**config.mk**
```make
export PLATFORM = sky130hd
export DESIGN_NAME = instr_aligner
export DESIGN_NICKNAME = d
export VERILOG_FILES = /design/src/rtl/cia_pkg.sv /design/src/rtl/cia_len_detect.sv /design/src/rtl/cia_plan.sv /design/src/rtl/cia_assemble.sv /design/src/rtl/instr_aligner.sv
export SDC_FILE = /design/constraint.sdc
export NUM_CORES = 1
export LEC_CHECK = 0
export BUFFER_PORTS_ARGS = -buffer_cell sky130_fd_sc_hd__buf_2
export CORE_ASPECT_RATIO = 0.9
export CORE_MARGIN = 5
export CORE_UTILIZATION = 48
export CTS_BUF_LIST = sky130_fd_sc_hd__clkbuf_4 sky130_fd_sc_hd__clkbuf_8 sky130_fd_sc_hd__clkbuf_16
export DETAILED_ROUTE_END_ITERATION = 10
export GPL_ROUTABILITY_DRIVEN = 0
export PLACE_DENSITY = 0.84
export SETUP_SLACK_MARGIN = 0.15
export SKIP_LAST_GASP = 1
export SYNTH_ARGS = -nofsm -noshare
export SYNTH_HDL_FRONTEND = slang
export SYNTH_HIERARCHICAL = 1
export SYNTH_SLANG_ARGS = --single-unit
```
**constraint.sdc**
```tcl
create_clock -name clk_i -period 4.15 [get_ports clk_i]
set_input_delay 0.83 -clock clk_i [delete_from_list [all_inputs] [get_ports clk_i]]
set_output_delay 0.83 -clock clk_i [all_outputs]
set_load 0.01 [all_outputs]
```
**src/rtl/cia_pkg.sv**
```systemverilog
package cia_pkg;
  localparam int unsigned HALF_W = 16;
  localparam int unsigned WORD_W = 32;

  typedef enum logic [1:0] {
    SRC_LO   = 2'd0,
    SRC_HI   = 2'd1,
    SRC_JOIN = 2'd2
  } src_e;

  typedef struct packed {
    logic out_v;    // an instruction is offered
    logic consume;  // presented word is retired on advance
    logic hold;     // next value of held-valid
    logic comp;     // offered instruction is compressed
    src_e src;
  } plan_t;
endpackage

```
**src/rtl/cia_len_detect.sv**
```systemverilog
module cia_len_detect #(
  parameter int unsigned HW = 16
) (
  input  logic [HW-1:0] half_i,
  output logic          full_o
);
  // 32-bit encodings have both low bits set
  assign full_o = &half_i[1:0];

  logic unused_hi;
  assign unused_hi = ^half_i[HW-1:2];
endmodule

```
**src/rtl/cia_plan.sv**
```systemverilog
module cia_plan
  import cia_pkg::*;
(
  input  logic  held_v_i,
  input  logic  at_hi_i,
  input  logic  full_lo_i,
  input  logic  full_hi_i,
  output plan_t plan_o
);
  always_comb begin
    plan_o = '0;
    plan_o.src = SRC_LO;
    if (held_v_i) begin
      // finish straddled instr; keep word if its upper half is compressed
      plan_o.out_v   = 1'b1;
      plan_o.src     = SRC_JOIN;
      plan_o.comp    = 1'b0;
      plan_o.consume = full_hi_i;
      plan_o.hold    = full_hi_i;
    end else if (!at_hi_i) begin
      plan_o.out_v   = 1'b1;
      plan_o.src     = SRC_LO;
      plan_o.comp    = !full_lo_i;
      plan_o.consume = full_lo_i;
      plan_o.hold    = 1'b0;
    end else begin
      plan_o.src     = SRC_HI;
      plan_o.out_v   = !full_hi_i;
      plan_o.comp    = !full_hi_i;
      plan_o.consume = 1'b1;
      plan_o.hold    = full_hi_i;
    end
  end
endmodule

```
**src/rtl/cia_assemble.sv**
```systemverilog
module cia_assemble
  import cia_pkg::*;
(
  input  logic [WORD_W-1:0] word_i,
  input  logic [HALF_W-1:0] held_i,
  input  src_e              src_i,
  input  logic              comp_i,
  output logic [WORD_W-1:0] instr_o
);
  localparam int unsigned PAD_W = WORD_W - HALF_W;

  always_comb begin
    unique case (src_i)
      SRC_JOIN: instr_o = {word_i[HALF_W-1:0], held_i};
      SRC_HI:   instr_o = {{PAD_W{1'b0}}, word_i[WORD_W-1:HALF_W]};
      default:  instr_o = comp_i ? {{PAD_W{1'b0}}, word_i[HALF_W-1:0]} : word_i;
    endcase
  end
endmodule

```
**src/rtl/instr_aligner.sv**
```systemverilog
module instr_aligner
  import cia_pkg::*;
#(
  parameter int unsigned ADDR_W   = 32,
  parameter logic [ADDR_W-1:0] RESET_PC = '0
) (
  input  logic              clk_i,
  input  logic              rst_ni,
  input  logic              redirect_i,
  input  logic [ADDR_W-1:0] redirect_pc_i,
  input  logic              fetch_valid_i,
  input  logic [WORD_W-1:0] fetch_data_i,
  output logic              fetch_ready_o,
  output logic              instr_valid_o,
  input  logic              instr_ready_i,
  output logic [WORD_W-1:0] instr_o,
  output logic [ADDR_W-1:0] instr_pc_o,
  output logic              instr_compressed_o
);
  localparam int unsigned NHALF = WORD_W / HALF_W;
  localparam logic [ADDR_W-1:0] HW_MASK = ~ADDR_W'(1);
  localparam logic [ADDR_W-1:0] STEP_C  = ADDR_W'(2);
  localparam logic [ADDR_W-1:0] STEP_F  = ADDR_W'(4);

  logic [ADDR_W-1:0] pc_q;
  logic [HALF_W-1:0] held_q;
  logic              held_v_q;
  logic [NHALF-1:0]  full_h;
  plan_t             plan;
  logic              adv;

  for (genvar g = 0; g < NHALF; g++) begin : g_len
    cia_len_detect #(.HW(HALF_W)) u_len (
      .half_i (fetch_data_i[g*HALF_W +: HALF_W]),
      .full_o (full_h[g])
    );
  end

  cia_plan u_plan (
    .held_v_i  (held_v_q),
    .at_hi_i   (pc_q[1]),
    .full_lo_i (full_h[0]),
    .full_hi_i (full_h[NHALF-1]),
    .plan_o    (plan)
  );

  cia_assemble u_asm (
    .word_i  (fetch_data_i),
    .held_i  (held_q),
    .src_i   (plan.src),
    .comp_i  (plan.comp),
    .instr_o (instr_o)
  );

  assign instr_valid_o      = plan.out_v && fetch_valid_i && !redirect_i;
  assign instr_compressed_o = plan.comp;
  assign instr_pc_o         = pc_q;
  assign fetch_ready_o      = !redirect_i && plan.consume && (!plan.out_v || instr_ready_i);
  assign adv = fetch_valid_i && !redirect_i && (!plan.out_v || instr_ready_i);

  always_ff @(posedge clk_i or negedge rst_ni) begin
    if (!rst_ni) begin
      pc_q     <= RESET_PC & HW_MASK;
      held_q   <= '0;
      held_v_q <= 1'b0;
    end else if (redirect_i) begin
      pc_q     <= redirect_pc_i & HW_MASK;
      held_v_q <= 1'b0;
    end else if (adv) begin
      if (plan.out_v) pc_q <= pc_q + (plan.comp ? STEP_C : STEP_F);
      held_v_q <= plan.hold;
      if (plan.hold) held_q <= fetch_data_i[WORD_W-1:HALF_W];
    end
  end

  a_r3_pc_step: assert property (@(posedge clk_i) disable iff (!rst_ni)
    (instr_valid_o && instr_ready_i) |=>
      instr_pc_o == $past(instr_pc_o) + ($past(instr_compressed_o) ? STEP_C : STEP_F));

  a_r8_redirect_quiet: assert property (@(posedge clk_i) disable iff (!rst_ni)
    redirect_i |-> (!instr_valid_o && !fetch_ready_o));

  a_r8_redirect_target: assert property (@(posedge clk_i) disable iff (!rst_ni)
    redirect_i |=> instr_pc_o == ($past(redirect_pc_i) & HW_MASK));

  a_r2_len_flag: assert property (@(posedge clk_i) disable iff (!rst_ni)
    instr_valid_o |-> (instr_compressed_o == (instr_o[1:0] != 2'b11)));

  a_r2_zero_ext: assert property (@(posedge clk_i) disable iff (!rst_ni)
    (instr_valid_o && instr_compressed_o) |-> (instr_o[WORD_W-1:HALF_W] == '0));

  a_r10_stall_keeps_word: assert property (@(posedge clk_i) disable iff (!rst_ni)
    (instr_valid_o && !instr_ready_i) |-> !fetch_ready_o);

  a_r10_stall_stable: assert property (@(posedge clk_i) disable iff (!rst_ni)
    (instr_valid_o && !instr_ready_i && !redirect_i) |=> $stable(instr_pc_o));

  a_r11_pc_even: assert property (@(posedge clk_i) disable iff (!rst_ni)
    instr_pc_o[0] == 1'b0);
endmodule

```
# [Yosys cells after proc, flatten, opt, wreduce, memory -nomap -nowiden]
# Cells that the tools add are included.
[totals] mem_count=0 word_cells=34 ramBits=0 register_bits=49 inputBits=69 latchBits=0 out_inout_bits=67 mem_bits_ro=0
[classes] shifts=0 n_addsub=1 magnitude_cmp=0 div_mod_pow=0 n_reduce_logical=17 bitwise=1 eq_ne=2 muxes=10 mul=0
[ops] operator="$mux W32" count=4
[ops] operator="$pmux W32 S2" count=1
[ops] operator="$add A32 B3 Y32" count=1
[ops] operator="$mux W6" count=2
[ops] operator="$logic_and A1 B1 Y1" count=6
[ops] operator="$reduce_and A2 Y1" count=3
[ops] operator="$logic_not A1 Y1" count=4
[ops] operator="$reduce_bool A2 Y1" count=2
[ops] operator="$mux W3" count=1
[ops] operator="$reduce_and A3 Y1" count=1
[ops] operator="$eq A2 B1 Y1 const B" count=1
[ops] operator="$eq A2 B2 Y1 const B" count=1
[ops] operator="$mux W1" count=2
[ops] operator="$logic_or A1 B1 Y1" count=1
[ops] operator="$not A1 Y1" count=1

# [Longest topological paths before layout]
[depth] word_depth=9 ltp_mapped=10 depth_no_buf=9

# [By module]
# The synthesis kept the hierarchy.
[modules_own_cells] module="instr_aligner" n_inst=1 area_each_um2=2592.5 cells_per_inst=268
[modules_own_cells] module="cia_assemble" n_inst=1 area_each_um2=534.3 cells_per_inst=82
[modules_own_cells] module="cia_plan" n_inst=1 area_each_um2=63.8 cells_per_inst=9
[modules_own_cells] module="cia_len_detect" n_inst=2 area_each_um2=6.3 cells_per_inst=1

# [Worst setup path before layout]
# OpenSTA, ideal clock, no wires.
[synth_timing] path_type="input to register" start="input port fetch_data_i[0]" end="register pc_q[15] (netlist: instr_pc_o[15])" n_path_buf=1 required_ns=4.068 setup_ns=0.082 arrival_ns=3.540 setup_slack_ns=0.529 stages=10 cell_sequence="and2_1 > nor2b_1 > a211oi_2 > ha_1 > inv_1 > fa_1 > or4_4 > buf_2 > or3_1 > a31oi_1"
[synth_between] elab_chain_len=9
[synth_lines] item="start, declared" line_no="instr_aligner.sv:12" rtl="input logic [WORD_W-1:0] fetch_data_i,"
[synth_lines] item="$reduce_and A2 Y1" line_no="cia_len_detect.sv:8" rtl="assign full_o = &half_i[1:0];"
[synth_lines] item="$logic_not A1 Y1" line_no="cia_plan.sv:23" rtl="plan_o.comp = !full_lo_i;"
[synth_lines] item="$mux W6" line_no="cia_plan.sv:20" rtl="end else if (!at_hi_i) begin"
[synth_lines] item="$mux W6" line_no="cia_plan.sv:13" rtl="if (held_v_i) begin"
[synth_lines] item="named net instr_compressed_o" line_no="instr_aligner.sv:18" rtl="output logic instr_compressed_o"
[synth_lines] item="$mux W3" line_no="instr_aligner.sv:70" rtl="if (plan.out_v) pc_q <= pc_q + (plan.comp ? STEP_C : STEP_F);"
[synth_lines] item="$add A32 B3 Y32" line_no="instr_aligner.sv:70"
[synth_lines] item="$mux W32" line_no="instr_aligner.sv:70"
[synth_lines] item="$mux W32" line_no="instr_aligner.sv:69" rtl="end else if (adv) begin"
[synth_lines] item="$mux W32" line_no="instr_aligner.sv:66" rtl="end else if (redirect_i) begin"
[synth_lines] item="end signal, assigned" line_no="instr_aligner.sv:63" rtl="pc_q <= RESET_PC & HW_MASK;"
[synth_lines] item="end signal, assigned" line_no="instr_aligner.sv:67" rtl="pc_q <= redirect_pc_i & HW_MASK;"
[synth_lines] item="end signal, assigned" line_no="instr_aligner.sv:70"
[synth_lines] item="end, declared" line_no="instr_aligner.sv:25" rtl="logic [ADDR_W-1:0] pc_q;"
# The timed path passes the listed nets, and every way through them passes these cells. The select of a mux whose other input is x is not followed.
# A chain may end at the register's enable or synchronous reset.

==> results.json <==
{
  "powerDensity_nw_per_um2": 322.8,
  "end_kind": "output pin",
  "synth_fp_nets": 435,
  "viasPerCell": 5.830,
  "clkSlewWorstSetupHoldPaths_ps": 90,
  "clock-sinks": 48,
  "async_reset_ff_share_pct": 100.0,
  "vias": 3329,
  "synth_seq_cells": 48,
  "p_clk_share_pct": 26.6,
  "gr-total-overflow": 0,
  "die_area_um2": 8409,
  "antenna_found_initial": 1,
  "clock_latency_ps": 300,
  "yosysTopAreaCell": "dfrtp_1",
  "wl_per_cell_um": 16.15,
  "synthTopCellsByArea": "dfrtp_1 (38%), mux2_2 (5.6%), nand2_1 (5.5%), a22o_1 (4.1%), o21ai_0 (4.1%)",
  "synth_most_common_cell": "dfrtp_1",
  "crit_type": "flip-flop to output pin",
  "critical_path.max_fanout": 17,
  "crit_path_frequent_cell": "nor2b_4",
  "ios": 136,
  "numCtsBuffers": 5,
  "maxCapViolations": 0,
  "synth_edf_count": 0,
  "syn_to_final_growth_pct": 24.49,
  "critPathSlowestCell": "ha_1",
  "yosys_warnings": 6,
  "fp.dieW_um": 96.11,
  "drcViolationCount": 0,
  "critPathMaxStageDelay_ps": 650,
  "rows": 28,
  "yosysSeqAreaShare_pct": 37.50,
  "syn_avg_cell_area_um2": 8.873,
  "hold_viol_final": 0,
  "ir_drop_mv": 0.2208,
  "combPwrFrac_pct": 27.3,
  "post_cts_buffers": 0,
  "antenna-diode-count": 0,
  "start_kind": "flip-flop",
  "status": "completed",
  "first_global_vias": 3033,
  "fin_area_um2": 3988,
  "tns_ps": 0,
  "synthDominantCellAreaShare_pct": 37.50,
  "synthDistinctLibCells": 54,
  "grt_pass1_wl_um": 14530,
  "dp_hpwl_um": 6891,
  "ys.flop_type": "dfrtp_1",
  "final-max-slew-violation-count": 0,
  "yosys.area_share.xor_xnor_pct": 1.367,
  "grtUsageTotal_pct": 21.80,
  "synth_top_family_by_area": "simple AND/OR/NAND/NOR gates",
  "wirelength_um": 9219,
  "setup_viol": 0,
  "rsz0062_at_grt": "false",
  "initial_utilization_pct": 48.89,
  "first_pass_iters": 4,
  "syn_inst": 361,
  "switching_power_mw": 0.4098,
  "ant_nets": 0,
  "finClkSkew_ps": 10.55,
  "leakage_nw": 1.841,
  "nets": 554,
  "hp-class": "flip-flop to flip-flop",
  "synthSimpleGateAreaFrac_pct": 23.95,
  "die_h_um": 87.50,
  "drive_above_1_share_pct": 35.14,
  "p_sw_share_pct": 31.83,
  "place_area_um2": 3876,
  "cts_hold_buf": 0,
  "fin_crit_sh_pct": 82.03,
  "io_buffers": 133,
  "core-area_um2": 6551,
  "p_int_mw": 0.8776,
  "cts_root_buffer": "clkbuf_8",
  "synth_compound_area_share_pct": 23.79,
  "cp.arrival_ps": 2570,
  "min_period_ps": 3404,
  "max_clock_freq_mhz": 293.8,
  "muxShareOfSynthArea_pct": 5.938,
  "crit_required_ps": 3320,
  "ctsResizeCount": 0,
  "crit_chain": "nor2b_4, inv_1, ha_1, nor2b_4, a22o_1, buf_2",
  "power.share.sequential_pct": 46.1,
  "cts_tree": "done",
  "tightestPinTransition_ps": 1081,
  "synth_fa_ha_area_share_pct": 2.188,
  "htree_levels": 2,
  "grt_start_max_net_pins": 49,
  "slew_headroom_pct": 27.96,
  "clock_path_buffers": 2,
  "synth_commonest_cells": "dfrtp_1 (48), nand2_1 (47), o21ai_0 (26)",
  "synth_area_um2": 3203,
  "drtIter0Drc": 196
}
-- power by group through the flow --
stage                     clock [mW]  combinational, mW  sequential [mW]
after global routing           0.370              0.391            0.605
after global placement             0              0.342            0.596
after CTS                      0.351              0.353            0.591
after floorplan                    0              0.203            0.599
final                          0.343              0.351            0.593
after detailed placement           0              0.352            0.601
-- worst max-delay path, delay by kind of cell, from the launching register on --
kind	cells	cell delay [ps]
AND/OR/NAND/NOR	2	720
flip-flops	1	490
AO/OA/AOI/OAI	1	230
adder cells (fa/ha/maj)	1	650
buffers and inverters	2	180
-- flip-flops by register name, summed over array words and instances (netlist names) --
register,cells
held_v_q,1
instr_pc_o,31
held_q,16
-- path summary, 6_finish.rpt --
| check | start | endpoint | slack (ps) | depth (start not counted) |
|---|---|---|---|---|
| min reg2reg | held_q[3] | held_q[3] | 510 | 1 |
| max reg2reg | instr_pc_o[1] | instr_pc_o[27] | 1160 | 8 |
| min | held_q[3] | held_q[3] | 510 | 1 |
| max in group asynchronous | rst_ni | held_q[9] | 2760 | 1 |
| max | instr_pc_o[1] | instr_o[17] | 750 | 6 |
| min in group asynchronous | rst_ni | instr_pc_o[13] | 720 | 1 |
-- kinds of logic after synthesis --
group	after synthesis
AO/OA/AOI/OAI	111
AND/OR/NAND/NOR	140
flip-flops	48
other	1
multiplexers	17
adder cells (fa/ha/maj)	5
buffers and inverters	34
XOR/XNOR	5
-- layer usage --
layer | track usage (%) | vias to the layer above | share of wire [%]
met4 | 6.977 | 2 | 1.4
li1 | - | 1614 | -
met3 | 4.494 | 16 | 7.7
met1 | 29.07 | 1557 | 43
met5 | 0 | - | 0.15
met2 | 35.30 | 140 | 48
-- per-stage QoR --
step / worst slack [ps] / power, mW / std cells / hold WS [ps] / utilization [%]
2_1_floorplan: 528.6 / 0.8019 / 361 / 480.5 / -
3_3_place_gp: 527.6 / 0.9372 / 563 / 487.5 / 59.17
3_5_place_dp: 475.1 / 0.9531 / 563 / 495.9 / 59.17
4_1_cts: 781.1 / 1.296 / 571 / 516.1 / 60.87
5_1_grt: 568.3 / 1.366 / 571 / 529.7 / 60.87
6_report: 745.9 / 1.287 / 571 / 513.1 / 60.87
-- final cells by class --
cell class / instances / area, um^2
Clock inverter: 2 / 35.03
Timing Repair Buffer: 136 / 688.2
Clock buffer: 6 / 76.32
Multi-Input combinational cell: 279 / 1837
Inverter: 10 / 37.54
Tap cell: 90 / 112.6
Fill cell: 596 / 2564
Sequential cell: 48 / 1201
-- cells in the final DEF (no fill, tap or decap), types with 5 or more instances in the layout --
cell      synthesis  layout
or3_1            10      10
dfrtp_1          48      48
nor3_1            7       7
clkbuf_8          0       5
buf_2             6     133
a22o_1           15      15
nand2_1          47      47
nand4_1          11      11
nor2_1           17      17
a31oi_1          15      15
inv_1             9       9
o21ai_0          26      26
o21ai_1           9       9
nand3_1          11      11
mux2_2           16      16
or4_1             9       9
a22oi_1          16      16
o31ai_1           5       5
Note: power is estimated with default switching activity, not from simulation.
